===== src/rtl/xss_pkg.sv =====
// Package: shared opcode type for the scheduled crossbar sequencer.
// Assumes a 2-bit opcode at the bottom of every instruction word.
package xss_pkg;

    typedef enum logic [1:0] {
        OP_ROUTE = 2'd0,
        OP_JUMP  = 2'd1,
        OP_BEQ   = 2'd2,
        OP_RSVD  = 2'd3
    } xss_op_e;

    localparam int unsigned OP_W = 2;

endpackage


===== src/rtl/xss_imem.sv =====
// Module: instruction store for the schedule.
// Holds DEPTH words of IW bits. One write port, accepted only while the
// schedule is stopped. One asynchronous read port addressed by the
// entry pointer. Assumes the writer keeps cfg_addr_i within DEPTH.
module xss_imem #(
    parameter int unsigned AW = 4,
    parameter int unsigned IW = 24
) (
    input  logic          clk,
    input  logic          rst_n,
    input  logic          run_en_i,
    input  logic          cfg_we_i,
    input  logic [AW-1:0] cfg_addr_i,
    input  logic [IW-1:0] cfg_wdata_i,
    input  logic [AW-1:0] rd_addr_i,
    output logic [IW-1:0] rd_data_o
);
    localparam int unsigned DEPTH = 1 << AW;

    logic [IW-1:0] mem_q [DEPTH];

    // Store a configuration word while the schedule is stopped.
    always_ff @(posedge clk) begin
        if (cfg_we_i && !run_en_i) begin
            mem_q[cfg_addr_i] <= cfg_wdata_i;
        end
    end

    // Present the entry selected by the pointer.
    assign rd_data_o = mem_q[rd_addr_i];

    // a write while running leaves the addressed word untouched.
    p_locked_run_r6: assert property (@(posedge clk) disable iff (!rst_n)
        (cfg_we_i && run_en_i) |=> (mem_q[$past(cfg_addr_i)] == $past(mem_q[cfg_addr_i])));

endmodule


===== src/rtl/xss_pc_ctrl.sv =====
// Module: entry pointer and next-entry logic.
// Arms on the first edge with run_en_i high and runs one entry per edge
// after that, unless stalled. Route entries step by one (wrapping through
// the address width). Branch-always goes to the target, and
// branch-if-equal goes to the target when the core word matches its
// constant. Assumes the decoded fields belong to the entry at pc_o.
module xss_pc_ctrl #(
    parameter int unsigned AW     = 4,
    parameter int unsigned DATA_W = 8
) (
    input  logic              clk,
    input  logic              rst_n,
    input  logic              run_en_i,
    input  logic              stall_i,
    input  xss_pkg::xss_op_e  op_i,
    input  logic [AW-1:0]     target_i,
    input  logic [DATA_W-1:0] cmp_i,
    input  logic [DATA_W-1:0] test_data_i,
    output logic [AW-1:0]     pc_o,
    output logic              exec_o
);
    import xss_pkg::*;

    logic [AW-1:0] pc_q;
    logic [AW-1:0] pc_nxt;
    logic          armed_q;
    logic [AW-1:0] pc_inc;

    assign pc_inc = pc_q + AW'(1);

    // Choose the entry that follows the one now running.
    always_comb begin
        unique case (op_i)
            OP_ROUTE: pc_nxt = pc_inc;
            OP_BEQ:   pc_nxt = (test_data_i == cmp_i) ? target_i : pc_inc;
            default:  pc_nxt = target_i;
        endcase
    end

    // An entry runs when armed, enabled and not stalled.
    assign exec_o = armed_q && run_en_i && !stall_i;

    // Track arming and advance the pointer one entry per executing edge.
    always_ff @(posedge clk) begin
        if (!rst_n || !run_en_i) begin
            pc_q    <= '0;
            armed_q <= 1'b0;
        end else begin
            armed_q <= 1'b1;
            if (exec_o) begin
                pc_q <= pc_nxt;
            end
        end
    end

    assign pc_o = pc_q;

    // a stopped schedule points at entry 0.
    p_pc_cleared_r7: assert property (@(posedge clk) disable iff (!rst_n)
        !run_en_i |=> (pc_o == '0));

    // a stall freezes the pointer.
    p_pc_hold_r5: assert property (@(posedge clk) disable iff (!rst_n)
        (run_en_i && stall_i) |=> $stable(pc_o));

    // a route entry advances the pointer by one.
    p_route_step_r2: assert property (@(posedge clk) disable iff (!rst_n)
        (exec_o && op_i == OP_ROUTE) |=> (pc_o == $past(pc_o) + AW'(1)));

    // branch-always lands on its target.
    p_jump_target_r3: assert property (@(posedge clk) disable iff (!rst_n)
        (exec_o && op_i == OP_JUMP) |=> (pc_o == $past(target_i)));

endmodule


===== src/rtl/xss_out_stage.sv =====
// Module: registered crossbar control outputs.
// Maps out-of-range select codes to the idle code, one lane per output
// port. It loads the route entry's selects and stream id on an executing
// route and drives idle on branch entries and while stopped. It holds
// everything on any other cycle (stall, arming). Assumes the idle code is
// all ones of SEL_W.
module xss_out_stage #(
    parameter int unsigned NPORT = 5,
    parameter int unsigned SEL_W = 3,
    parameter int unsigned SID_W = 3
) (
    input  logic                   clk,
    input  logic                   rst_n,
    input  logic                   run_en_i,
    input  logic                   exec_i,
    input  logic                   is_route_i,
    input  logic [NPORT*SEL_W-1:0] sel_i,
    input  logic [SID_W-1:0]       sid_i,
    output logic [NPORT*SEL_W-1:0] sel_o,
    output logic                   valid_o,
    output logic [SID_W-1:0]       sid_o
);
    localparam int unsigned      SELS_W   = NPORT * SEL_W;
    localparam logic [SEL_W-1:0] IDLE     = '1;
    localparam logic [SEL_W-1:0] NP_CODE  = SEL_W'(NPORT);
    localparam logic [SELS_W-1:0] IDLE_ALL = '1;

    logic [SELS_W-1:0] sel_clean;
    logic [SELS_W-1:0] sel_q;
    logic              valid_q;
    logic [SID_W-1:0]  sid_q;

    // One lane per output port: codes beyond the port count become idle.
    for (genvar p = 0; p < NPORT; p++) begin : g_lane
        assign sel_clean[p*SEL_W +: SEL_W] =
            (sel_i[p*SEL_W +: SEL_W] < NP_CODE) ? sel_i[p*SEL_W +: SEL_W] : IDLE;
    end

    // Register the crossbar control for the next communication cycle.
    always_ff @(posedge clk) begin
        if (!rst_n || !run_en_i) begin
            sel_q   <= IDLE_ALL;
            valid_q <= 1'b0;
            sid_q   <= '0;
        end else if (exec_i) begin
            if (is_route_i) begin
                sel_q   <= sel_clean;
                valid_q <= 1'b1;
                sid_q   <= sid_i;
            end else begin
                sel_q   <= IDLE_ALL;
                valid_q <= 1'b0;
                sid_q   <= '0;
            end
        end
    end

    assign sel_o   = sel_q;
    assign valid_o = valid_q;
    assign sid_o   = sid_q;

    // branch entries leave the crossbar idle.
    p_branch_idle_r3: assert property (@(posedge clk) disable iff (!rst_n)
        (exec_i && !is_route_i) |=> (!valid_o && sel_o == IDLE_ALL));

    // a stopped schedule drives no transfer.
    p_off_idle_r7: assert property (@(posedge clk) disable iff (!rst_n)
        !run_en_i |=> (!valid_o && sel_o == IDLE_ALL && sid_o == '0));

    // a non-executing cycle while enabled holds the outputs.
    p_out_hold_r5: assert property (@(posedge clk) disable iff (!rst_n)
        (run_en_i && !exec_i) |=> ($stable(sel_o) && $stable(valid_o) && $stable(sid_o)));

    // a route entry always produces a valid transfer.
    p_route_valid_r2: assert property (@(posedge clk) disable iff (!rst_n)
        (exec_i && is_route_i) |=> valid_o);

endmodule


===== src/rtl/xbar_sched_seq.sv =====
// Module: scheduled crossbar instruction sequencer (top).
// Ties the instruction store, the entry-pointer control and the output
// register together and splits the instruction word into its fields.
// Word layout, from bit 0: opcode, NPORT selects, stream id, target.
// Assumes DATA_W does not exceed the width of the select field.
module xbar_sched_seq #(
    parameter int unsigned NPORT  = 5,
    parameter int unsigned SEL_W  = 3,
    parameter int unsigned SID_W  = 3,
    parameter int unsigned AW     = 4,
    parameter int unsigned DATA_W = 8,
    localparam int unsigned SELS_W  = NPORT * SEL_W,
    localparam int unsigned SEL_OFF = xss_pkg::OP_W,
    localparam int unsigned SID_OFF = SEL_OFF + SELS_W,
    localparam int unsigned TGT_OFF = SID_OFF + SID_W,
    localparam int unsigned IW      = TGT_OFF + AW
) (
    input  logic              clk,
    input  logic              rst_n,
    input  logic              run_en_i,
    input  logic              cfg_we_i,
    input  logic [AW-1:0]     cfg_addr_i,
    input  logic [IW-1:0]     cfg_wdata_i,
    input  logic [DATA_W-1:0] test_data_i,
    input  logic              stall_i,
    output logic [SELS_W-1:0] xbar_sel_o,
    output logic              xfer_valid_o,
    output logic [SID_W-1:0]  stream_id_o
);
    import xss_pkg::*;

    logic [AW-1:0]     pc;
    logic [IW-1:0]     instr;
    logic              exec;
    xss_op_e           op;
    logic [SELS_W-1:0] f_sel;
    logic [SID_W-1:0]  f_sid;
    logic [AW-1:0]     f_tgt;
    logic [DATA_W-1:0] f_cmp;

    // Split the running entry into its fields.
    assign op    = xss_op_e'(instr[OP_W-1:0]);
    assign f_sel = instr[SEL_OFF +: SELS_W];
    assign f_sid = instr[SID_OFF +: SID_W];
    assign f_tgt = instr[TGT_OFF +: AW];
    assign f_cmp = f_sel[DATA_W-1:0];

    xss_imem #(
        .AW (AW),
        .IW (IW)
    ) imem_i (
        .clk         (clk),
        .rst_n       (rst_n),
        .run_en_i    (run_en_i),
        .cfg_we_i    (cfg_we_i),
        .cfg_addr_i  (cfg_addr_i),
        .cfg_wdata_i (cfg_wdata_i),
        .rd_addr_i   (pc),
        .rd_data_o   (instr)
    );

    xss_pc_ctrl #(
        .AW     (AW),
        .DATA_W (DATA_W)
    ) pc_ctrl_i (
        .clk         (clk),
        .rst_n       (rst_n),
        .run_en_i    (run_en_i),
        .stall_i     (stall_i),
        .op_i        (op),
        .target_i    (f_tgt),
        .cmp_i       (f_cmp),
        .test_data_i (test_data_i),
        .pc_o        (pc),
        .exec_o      (exec)
    );

    xss_out_stage #(
        .NPORT (NPORT),
        .SEL_W (SEL_W),
        .SID_W (SID_W)
    ) out_stage_i (
        .clk        (clk),
        .rst_n      (rst_n),
        .run_en_i   (run_en_i),
        .exec_i     (exec),
        .is_route_i (op == OP_ROUTE),
        .sel_i      (f_sel),
        .sid_i      (f_sid),
        .sel_o      (xbar_sel_o),
        .valid_o    (xfer_valid_o),
        .sid_o      (stream_id_o)
    );

    // leaving reset, the crossbar is idle.
    p_reset_idle_r1: assert property (@(posedge clk)
        !rst_n |=> (!xfer_valid_o && xbar_sel_o == '1 && stream_id_o == '0));

endmodule


===== config.mk =====
export PLATFORM = sky130hd
export DESIGN_NAME = xbar_sched_seq
export DESIGN_NICKNAME = d
export VERILOG_FILES = /design/src/rtl/xss_pkg.sv /design/src/rtl/xss_imem.sv /design/src/rtl/xss_pc_ctrl.sv /design/src/rtl/xss_out_stage.sv /design/src/rtl/xbar_sched_seq.sv
export SDC_FILE = /design/constraint.sdc
export NUM_CORES = 1
export LEC_CHECK = 0
export BUFFER_PORTS_ARGS = -buffer_cell sky130_fd_sc_hd__buf_4
export CORE_MARGIN = 8
export CORE_UTILIZATION = 55
export CTS_CLUSTER_SIZE = 16
export DETAILED_ROUTE_END_ITERATION = 12
export PLACE_DENSITY = 0.79
export REMOVE_ABC_BUFFERS = 1
export SLEW_MARGIN = 0
export SYNTH_ARGS = -nofsm -noshare
export SYNTH_HDL_FRONTEND = slang
export SYNTH_SLANG_ARGS = --single-unit

===== constraint.sdc =====
create_clock -name clk -period 7.4 [get_ports clk]
set_input_delay 0.37 -clock clk [delete_from_list [all_inputs] [get_ports clk]]
set_output_delay 0.37 -clock clk [all_outputs]
set_load 0.01 [all_outputs]

==> results of run 1 <==
==> layout make-up <==
class                           count  area share
Multi-Input combinational cell    301       0.212
Inverter                            4    0.000818
Clock buffer                       57      0.0626
Clock inverter                     19      0.0110
Sequential cell                   412       0.660
Timing Repair Buffer               68      0.0278
Tap cell                          384      0.0262
==> through the flow <==
stage	hold WS [ps]	cell area, um2	worst slack (ps)	power, uW
finish	134	18300	3420	4790
global route	133	18300	3110	4920
CTS	116	18300	3390	4810
detailed placement	520	17000	3420	2780
global placement	499	17000	3570	2770
floorplan	469	15900	1550	2710
==> cells in the final DEF (no fill, tap or decap), drive strengths merged, types with 7 or more instances in the layout <==
cell type	synthesis	layout
o21ai	12	12
buf	32	68
nor2	39	39
nor3	8	8
edfxtp	384	384
clkbuf	6	57
mux2i	26	26
clkinv	0	11
nand2	19	19
nor2b	7	7
xor2	7	7
a211oi	14	14
mux4	108	108
dfxtp	28	28
==> power by group through the flow <==
stage | logic (uW) | clock network (uW) | registers [uW]
global route | 156 | 2180 | 2590
global placement | 141 | 0 | 2630
detailed placement | 145 | 0 | 2630
CTS | 146 | 2080 | 2590
finish | 146 | 2060 | 2580
floorplan | 70.0 | 0 | 2640
==> sequential cells by signal, indices dropped and copies added, names as in the netlist, named ones only <==
signal / cells
out_stage_i.sel_o: 15
imem_i.mem_q: 384
pc_ctrl_i.armed_q: 1
pc_ctrl_i.pc_o: 4
out_stage_i.sid_o: 3
out_stage_i.valid_o: 1
==> metal layers <==
layer / global-route usage / up-vias
li1: - / 3321
met1: 0.257 / 4124
met2: 0.338 / 379
met3: 0.0360 / 66
met4: 0.0638 / 0
met5: 0 / -
==> critical path, cell delays in order (launching register included) <==
cell	delay, ps
dfxtp_4	960
buf_4	570
mux4_1	630
mux2i_1	200
mux2i_1	180
xor2_1	230
a2111oi_4	530
nand3_2	210
a211oi_1	310
==> worst max path at each step <==
stage	from	end	slack, ps	depth (start not counted)
final	flop	flop	3420	8
after global routing	flop	flop	3110	8
after CTS	flop	flop	3390	8
after detailed placement	flop	out_stage_i.sel_o[4]$_SDFFE_PN1P_	3420	7
after global placement	flop	flop	3570	8
after floorplan	flop	out_stage_i.sel_o[3]$_SDFFE_PN1P_	1550	6
==> cell families after synthesis <==
logic type / share of synthesized area
multiplexers: 0.170
flip-flops: 0.750
AO/OA/AOI/OAI: 0.0283
XOR/XNOR: 0.00489
adder cells (fa/ha/maj): 0.000776
buffers and inverters: 0.0154
AND/OR/NAND/NOR: 0.0309
==> results.json, run 1 <==
{
  "comb_power_share": 0.030,
  "core_mm2": 0.0288,
  "syn_area_mm2": 0.0161,
  "final_cells": 1245,
  "synthFlopType": "edfxtp_1",
  "period_share": 0.538,
  "start_util": 0.560,
  "rr_worst_depth": 8,
  "setup_viol": 0,
  "grtUsageTotal": 0.199,
  "power_switching_uw": 936,
  "top_layer_used": "met4",
  "route.vias.total": 7890,
  "hold_path_class": "primary input to flop",
  "powerDensity_mw_per_mm2": 261,
  "utilization": 0.638,
  "rrSetupSlack_ps": 3420,
  "yosysMostFrequentCell": "edfxtp_1",
  "place.gp.congestion": 0.779,
  "post_cts_buffers": 0,
  "met1_length_mm": 13.5,
  "grt_pass1_vias": 8247,
  "max_freq_mhz": 251,
  "synthCells": 755,
  "gr-total-overflow": 0,
  "synth_edf_count": 384,
  "numCtsBuffers": 41,
  "hold_buffers": 0,
  "port_buffers": 59,
  "pwr-share-seq": 0.539,
  "clock-skew-final_ps": 16.5,
  "yosys-top-cells-area": "edfxtp_1 (72%), mux4_2 (14%), dfxtp_1 (3.5%), mux2i_1 (1.6%), mux4_1 (1.3%)",
  "yosys.area.top_type": "edfxtp_1",
  "start_kind": "flop",
  "fin_setup_tns_ps": 0,
  "synth_cell_type_count": 57,
  "grt_pass1_wl_mm": 52.2,
  "avgSynthCellArea_um2": 21.3,
  "worst_slew_pin_slew_ps": 1180,
  "cts_max_path_buffers": 3,
  "die_height_um": 187,
  "synth_commonest_cells": "edfxtp_1 (384), mux4_2 (100), nor2_1 (38)",
  "final_nets": 870,
  "htreeDepth": 2,
  "met3WireLength_mm": 2.46,
  "n_fill_cell": 1829,
  "holdPathStages": 1,
  "required_ps": 7810,
  "drive_gt1_frac": 0.300,
  "die_area_mm2": 0.0350,
  "synth-seq-cells": 412,
  "dp_hpwl_mm": 18.4,
  "multi_input_area_mm2": 0.00389,
  "relSlewSlack": 0.213,
  "finalHoldViolations": 0,
  "clock_latency_ps": 530,
  "dr.pass1.iters": 5,
  "fin_crit_ps": 3980,
  "crit_fanout": 50,
  "worst_ep_arrival_time_ps": 4390,
  "root_buffer": "clkbuf_16",
  "maxCapViolCount": 0,
  "async_flop_share": 0,
  "min_to": "imem_i.mem_q[13][2]$_DFFE_PP_",
  "placedCellCount": 1169,
  "drt_first_iter_violations": 699,
  "seqCellArea_mm2": 0.0121,
  "rsz0062_at_grt": "false",
  "row_count": 62,
  "clock_sinks": 412,
  "grt_max_degree": 51,
  "worstHoldStart": "cfg_wdata_i[2]",
  "p_clk_frac": 0.430,
  "clk_pin_slew_ps": 60,
  "die_w_um": 187,
  "ant_nets": 0,
  "viasPerCell": 6.34,
  "finalWirelength_mm": 34.6,
  "cts_tree": "yes",
  "slew_violations": 0,
  "area_growth_pct": 13.8,
  "synth_top_cell_area_share": 0.715,
  "dr_wl_met2_mm": 17.8,
  "pin_count": 60,
  "max-vdd-ir-drop_uv": 212,
  "cp-end-kind": "flop",
  "antennaDiodeCount": 0,
  "leakagePower_uw": 0.00563,
  "antenna_found_initial": 0,
  "wl_per_cell_um": 27.8,
  "yosysWarnings": 0,
  "sw_frac_of_total": 0.195,
  "cellInternalPower_uw": 3860,
  "drc": 0,
  "ctsResizeCount": 0,
  "run_status": "finished clean",
  "critical_path_class": "flop to flop",
  "yosysSeqAreaShare": 0.750
}
Note: power is estimated with default switching activity, not from simulation.
==> inputs of run 2 (changes only) <==
- PLACE_DENSITY: 0.79 -> 0.82
- clock period: 7.4 -> 3.5 ns (I/O delays scaled with it)
==> results.json, run 2 (synthesized netlist as in run 1, its figures left out) <==
{
  "run_status": "finished clean",
  "drive_gt1_frac": 0.308,
  "route.vias.total": 8167,
  "antennaDiodeCount": 0,
  "power_uw": 9840,
  "fin_crit_ps": 3270,
  "final_cell_mix": "edfxtp_1 (384), mux4_2 (100), buf_4 (93), clkbuf_16 (41), nor2_1 (26)",
  "port_buffers": 59,
  "n_fill_cell": 1805,
  "final_cells": 1296,
  "fin_setup_tns_ps": 0,
  "clock-skew-final_ps": 16.1,
  "crit_chain": "buf_6 > mux4_2 > mux2i_1 > mux2i_1 > xor2_1 > a2111oi_4 > nand3_2 > a211oi_1",
  "critical_path_class": "flop to flop",
  "maxCapViolCount": 0,
  "root_buffer": "clkbuf_16",
  "clk_pin_slew_ps": 60,
  "max_freq_mhz": 305,
  "setup_viol": 0,
  "relSlewSlack": 0.406,
  "post_cts_buffers": 0,
  "cts_max_path_buffers": 3,
  "holdPathStages": 3,
  "htreeDepth": 2,
  "grtUsageTotal": 0.207,
  "dp_hpwl_mm": 20.8,
  "holdWs_ps": 52.9,
  "clock_sinks": 412,
  "dr.pass1.iters": 5,
  "grt_max_degree": 36,
  "finalWirelength_mm": 36.5,
  "crit_fanout": 25,
  "clock_latency_ps": 530,
  "start_kind": "flop",
  "worst_ep_arrival_time_ps": 3690,
  "cp-end-kind": "flop",
  "period_share": 0.935,
  "area_growth_pct": 16.0,
  "rsz0062_at_grt": "false",
  "cpPeakStageDelay_ps": 670,
  "viasPerCell": 6.30,
  "numCtsBuffers": 41,
  "rr_worst_depth": 8,
  "die_height_um": 187,
  "powerDensity_mw_per_mm2": 527,
  "drc": 0,
  "drt_first_iter_violations": 1117,
  "placedCellCount": 1196,
  "start_util": 0.560,
  "grt_pass1_wl_mm": 54.0,
  "place.gp.congestion": 0.812,
  "slew_violations": 0,
  "max-vdd-ir-drop_uv": 361,
  "required_ps": 3910,
  "cp_common_cell": "mux2i_1",
  "leakagePower_uw": 0.00583,
  "ant_nets": 0,
  "largest_reg_flops": 384,
  "grt_pass1_vias": 8644,
  "cts_tree": "yes",
  "row_count": 62,
  "worst_slew_pin_slew_ps": 890,
  "rrSetupSlack_ps": 230,
  "pin_count": 60,
  "finalHoldViolations": 0,
  "utilization": 0.649,
  "top_register": "imem_i.mem_q",
  "final_nets": 922,
  "cpMaxStageDelayCell": "dfxtp_4",
  "gr-total-overflow": 0,
  "worstHoldStart": "run_en_i",
  "die_area_mm2": 0.0350,
  "wl_per_cell_um": 28.2,
  "die_w_um": 187,
  "core_mm2": 0.0288,
  "antenna_found_initial": 0,
  "final_common_cell": "edfxtp_1",
  "hold_path_class": "primary input to flop"
}
==> run 2: power by group <==
part           internal [uW]  switching, uW
registers               5440           24.6
logic                    146            206
clock network           2290           1740
==> run 2: worst paths after layout <==
check | endpoint
max | flop
max reg2reg | flop
min reg2reg | out_stage_i.valid_o$_SDFFE_PN0P_
min | out_stage_i.valid_o$_SDFFE_PN0P_
==> run 2: through the flow <==
stage,cell area [um2],setup slack (ps)
after floorplan,15900,-2350
after global placement,17200,438
after detailed placement,17200,257
after CTS,18700,121
after global routing,18700,74.1
final,18700,226
==> run 2: timing repair <==
action	CTS	global route
hold endpoints to repair	388	0
setup endpoints to repair	0	4
gates resized for setup	0	1
hold buffers	25	0
==> run 2: layout make-up <==
class	count	area, um2	area share
well taps	384	480	0.0257
multi-input cells	301	3890	0.208
clock inverters	9	53.8	0.00288
flip-flops and latches	412	12100	0.647
inverters	4	15.0	0.000803
repair buffers	120	980	0.0524
clock buffers	66	1170	0.0626
==> run 2: routing by layer <==
metal | wire length, um | global-route usage
met5 | 0 | 0
met3 | 3140 | 0.0339
met4 | 913 | 0.0648
met2 | 18700 | 0.357
met1 | 13800 | 0.266
==> run 2: worst max-delay path: cells and delay by family, from the launching register on <==
kind | cells | cell delay (ps)
and+or+nand+nor | 1 | 200
AOI/OAI and AO/OA | 2 | 720
xor gates and xnor gates | 1 | 220
DFF | 1 | 670
buffers and inverters | 1 | 340
muxes | 3 | 980
==> inputs of run 3 (changes only) <==
- BUFFER_PORTS_ARGS: -buffer_cell sky130_fd_sc_hd__buf_4 -> -buffer_cell sky130_fd_sc_hd__buf_2
==> results.json, run 3 (synthesized netlist as in run 1, its figures left out) <==
{
  "run_status": "finished clean",
  "ant_nets": 0,
  "core_mm2": 0.0288,
  "place_area_mm2": 0.0171,
  "htreeDepth": 2,
  "comb_power_share": 0.032,
  "hold_path_class": "primary input to flop",
  "grt_max_degree": 46,
  "cellInternalPower_uw": 7890,
  "clock_sinks": 412,
  "cts_max_path_buffers": 3,
  "relSlewSlack": 0.485,
  "final_cells": 1267,
  "root_buffer": "clkbuf_16",
  "grtUsageTotal": 0.208,
  "fin_setup_tns_ps": 0,
  "port_buffers": 59,
  "period_share": 0.924,
  "critical_path_class": "flop to flop",
  "leakagePower_uw": 0.00568,
  "max-vdd-ir-drop_uv": 336,
  "crit_fanout": 26,
  "finalHoldViolations": 0,
  "grt_pass1_wl_mm": 54.5,
  "die_area_mm2": 0.0350,
  "wl_per_cell_um": 28.8,
  "clock_latency_ps": 530,
  "die_w_um": 187,
  "power_switching_uw": 1940,
  "slew_violations": 0,
  "final_common_cell": "edfxtp_1",
  "multi_input_area_mm2": 0.00389,
  "dr.pass1.iters": 5,
  "seqCellArea_mm2": 0.0121,
  "route.vias.total": 8134,
  "clk_pin_slew_ps": 60,
  "grt_pass1_vias": 8546,
  "maxCapViolCount": 0,
  "setup_viol": 0,
  "viasPerCell": 6.42,
  "pwr-share-seq": 0.555,
  "start_kind": "flop",
  "required_ps": 3850,
  "max_freq_mhz": 309,
  "drive_gt1_frac": 0.320,
  "powerDensity_mw_per_mm2": 537,
  "start_util": 0.560,
  "finalWirelength_mm": 36.5,
  "n_fill_cell": 1864,
  "dp_hpwl_mm": 20.8,
  "antenna_found_initial": 2,
  "p_clk_frac": 0.413,
  "pin_count": 60,
  "rrSetupSlack_ps": 270,
  "die_height_um": 187,
  "fin_crit_ps": 3230,
  "clock-skew-final_ps": 16.8,
  "final_area_mm2": 0.0183,
  "cts_tree": "yes",
  "placedCellCount": 1194,
  "drc": 0,
  "sw_frac_of_total": 0.198,
  "gr-total-overflow": 0,
  "place.gp.congestion": 0.799,
  "worst_slew_pin_slew_ps": 772,
  "final_cell_mix": "edfxtp_1 (384), mux4_2 (100), buf_2 (59), clkbuf_16 (40), buf_4 (32)",
  "area_growth_pct": 13.7,
  "row_count": 62,
  "numCtsBuffers": 40,
  "largest_reg_flops": 384,
  "rsz0062_at_grt": "false",
  "cp-end-kind": "flop",
  "power_uw": 9830,
  "top_register": "imem_i.mem_q",
  "worst_ep_arrival_time_ps": 3580,
  "drt_first_iter_violations": 1074,
  "final_nets": 895
}
==> run 3: cell count changes in the layout (fill, tap and decap cells not counted), moves of 5 or more <==
cell / change
buf_2: +59
buf_4: -61
clkbuf_1: -13
clkinv_1: +5
dlygate4sd3_1: -24
==> run 3: final timing paths <==
kind / start / endpoint / depth (start not counted)
max reg2reg: flop / out_stage_i.sel_o[13]$_SDFFE_PN1P_ / 7
min reg2reg: out_stage_i.valid_o$_SDFFE_PN0P_ / out_stage_i.valid_o$_SDFFE_PN0P_ / 2
min: cfg_wdata_i[22] / imem_i.mem_q[13][22]$_DFFE_PP_ / 1
max: flop / out_stage_i.sel_o[13]$_SDFFE_PN1P_ / 7
==> run 3: worst max-delay path: stages, from the launching register on <==
cell,delay (ps)
dfxtp_4,680
mux4_2,600
mux4_2,590
nor2_2,260
nand2_1,230
buf_4,260
a211oi_1,270
o21ai_0,150
==> run 3: per-layer routing <==
layer,up-vias,share of wire,track usage
li1,3377,-,-
met1,4209,0.37,0.271
met2,451,0.50,0.349
met3,93,0.086,0.0330
met4,4,0.035,0.0834
met5,-,0.00071,0
==> run 3: area by class of cell <==
| type | instances | share of cell area |
|---|---|---|
| Sequential cell | 412 | 0.661 |
| Multi-Input combinational cell | 301 | 0.212 |
| Clock buffer | 51 | 0.0591 |
| Antenna cell | 2 | 0.000273 |
| Inverter | 4 | 0.000820 |
| Tap cell | 384 | 0.0262 |
| Clock inverter | 19 | 0.00881 |
| Timing Repair Buffer | 94 | 0.0320 |
==> run 3: power groups by stage <==
| stage | sequential, uW | combinational (uW) | clock (uW) |
|---|---|---|---|
| finish | 5460 | 315 | 4060 |
| global route | 5460 | 335 | 4290 |
| CTS | 5460 | 314 | 4090 |
| detailed placement | 5560 | 309 | 0 |
| global placement | 5560 | 298 | 0 |
| floorplan | 5570 | 148 | 0 |
==> run 3: what timing repair did <==
item | in CTS | in global routing
resized for setup | 0 | 0
setup buffers | 0 | 0
hold buffers | 1 | 0
endpoints found under the hold margin | 2 | 0
==> run 3: through the flow <==
step / hold slack (ps) / util / setup slack, ps
6_report: 22.1 / 0.637 / 265
5_1_grt: 16.2 / 0.636 / 18.7
4_1_cts: 5.52 / 0.636 / 279
3_5_place_dp: 485 / 0.593 / 344
3_3_place_gp: 469 / 0.593 / 389
2_1_floorplan: 274 / - / -2350
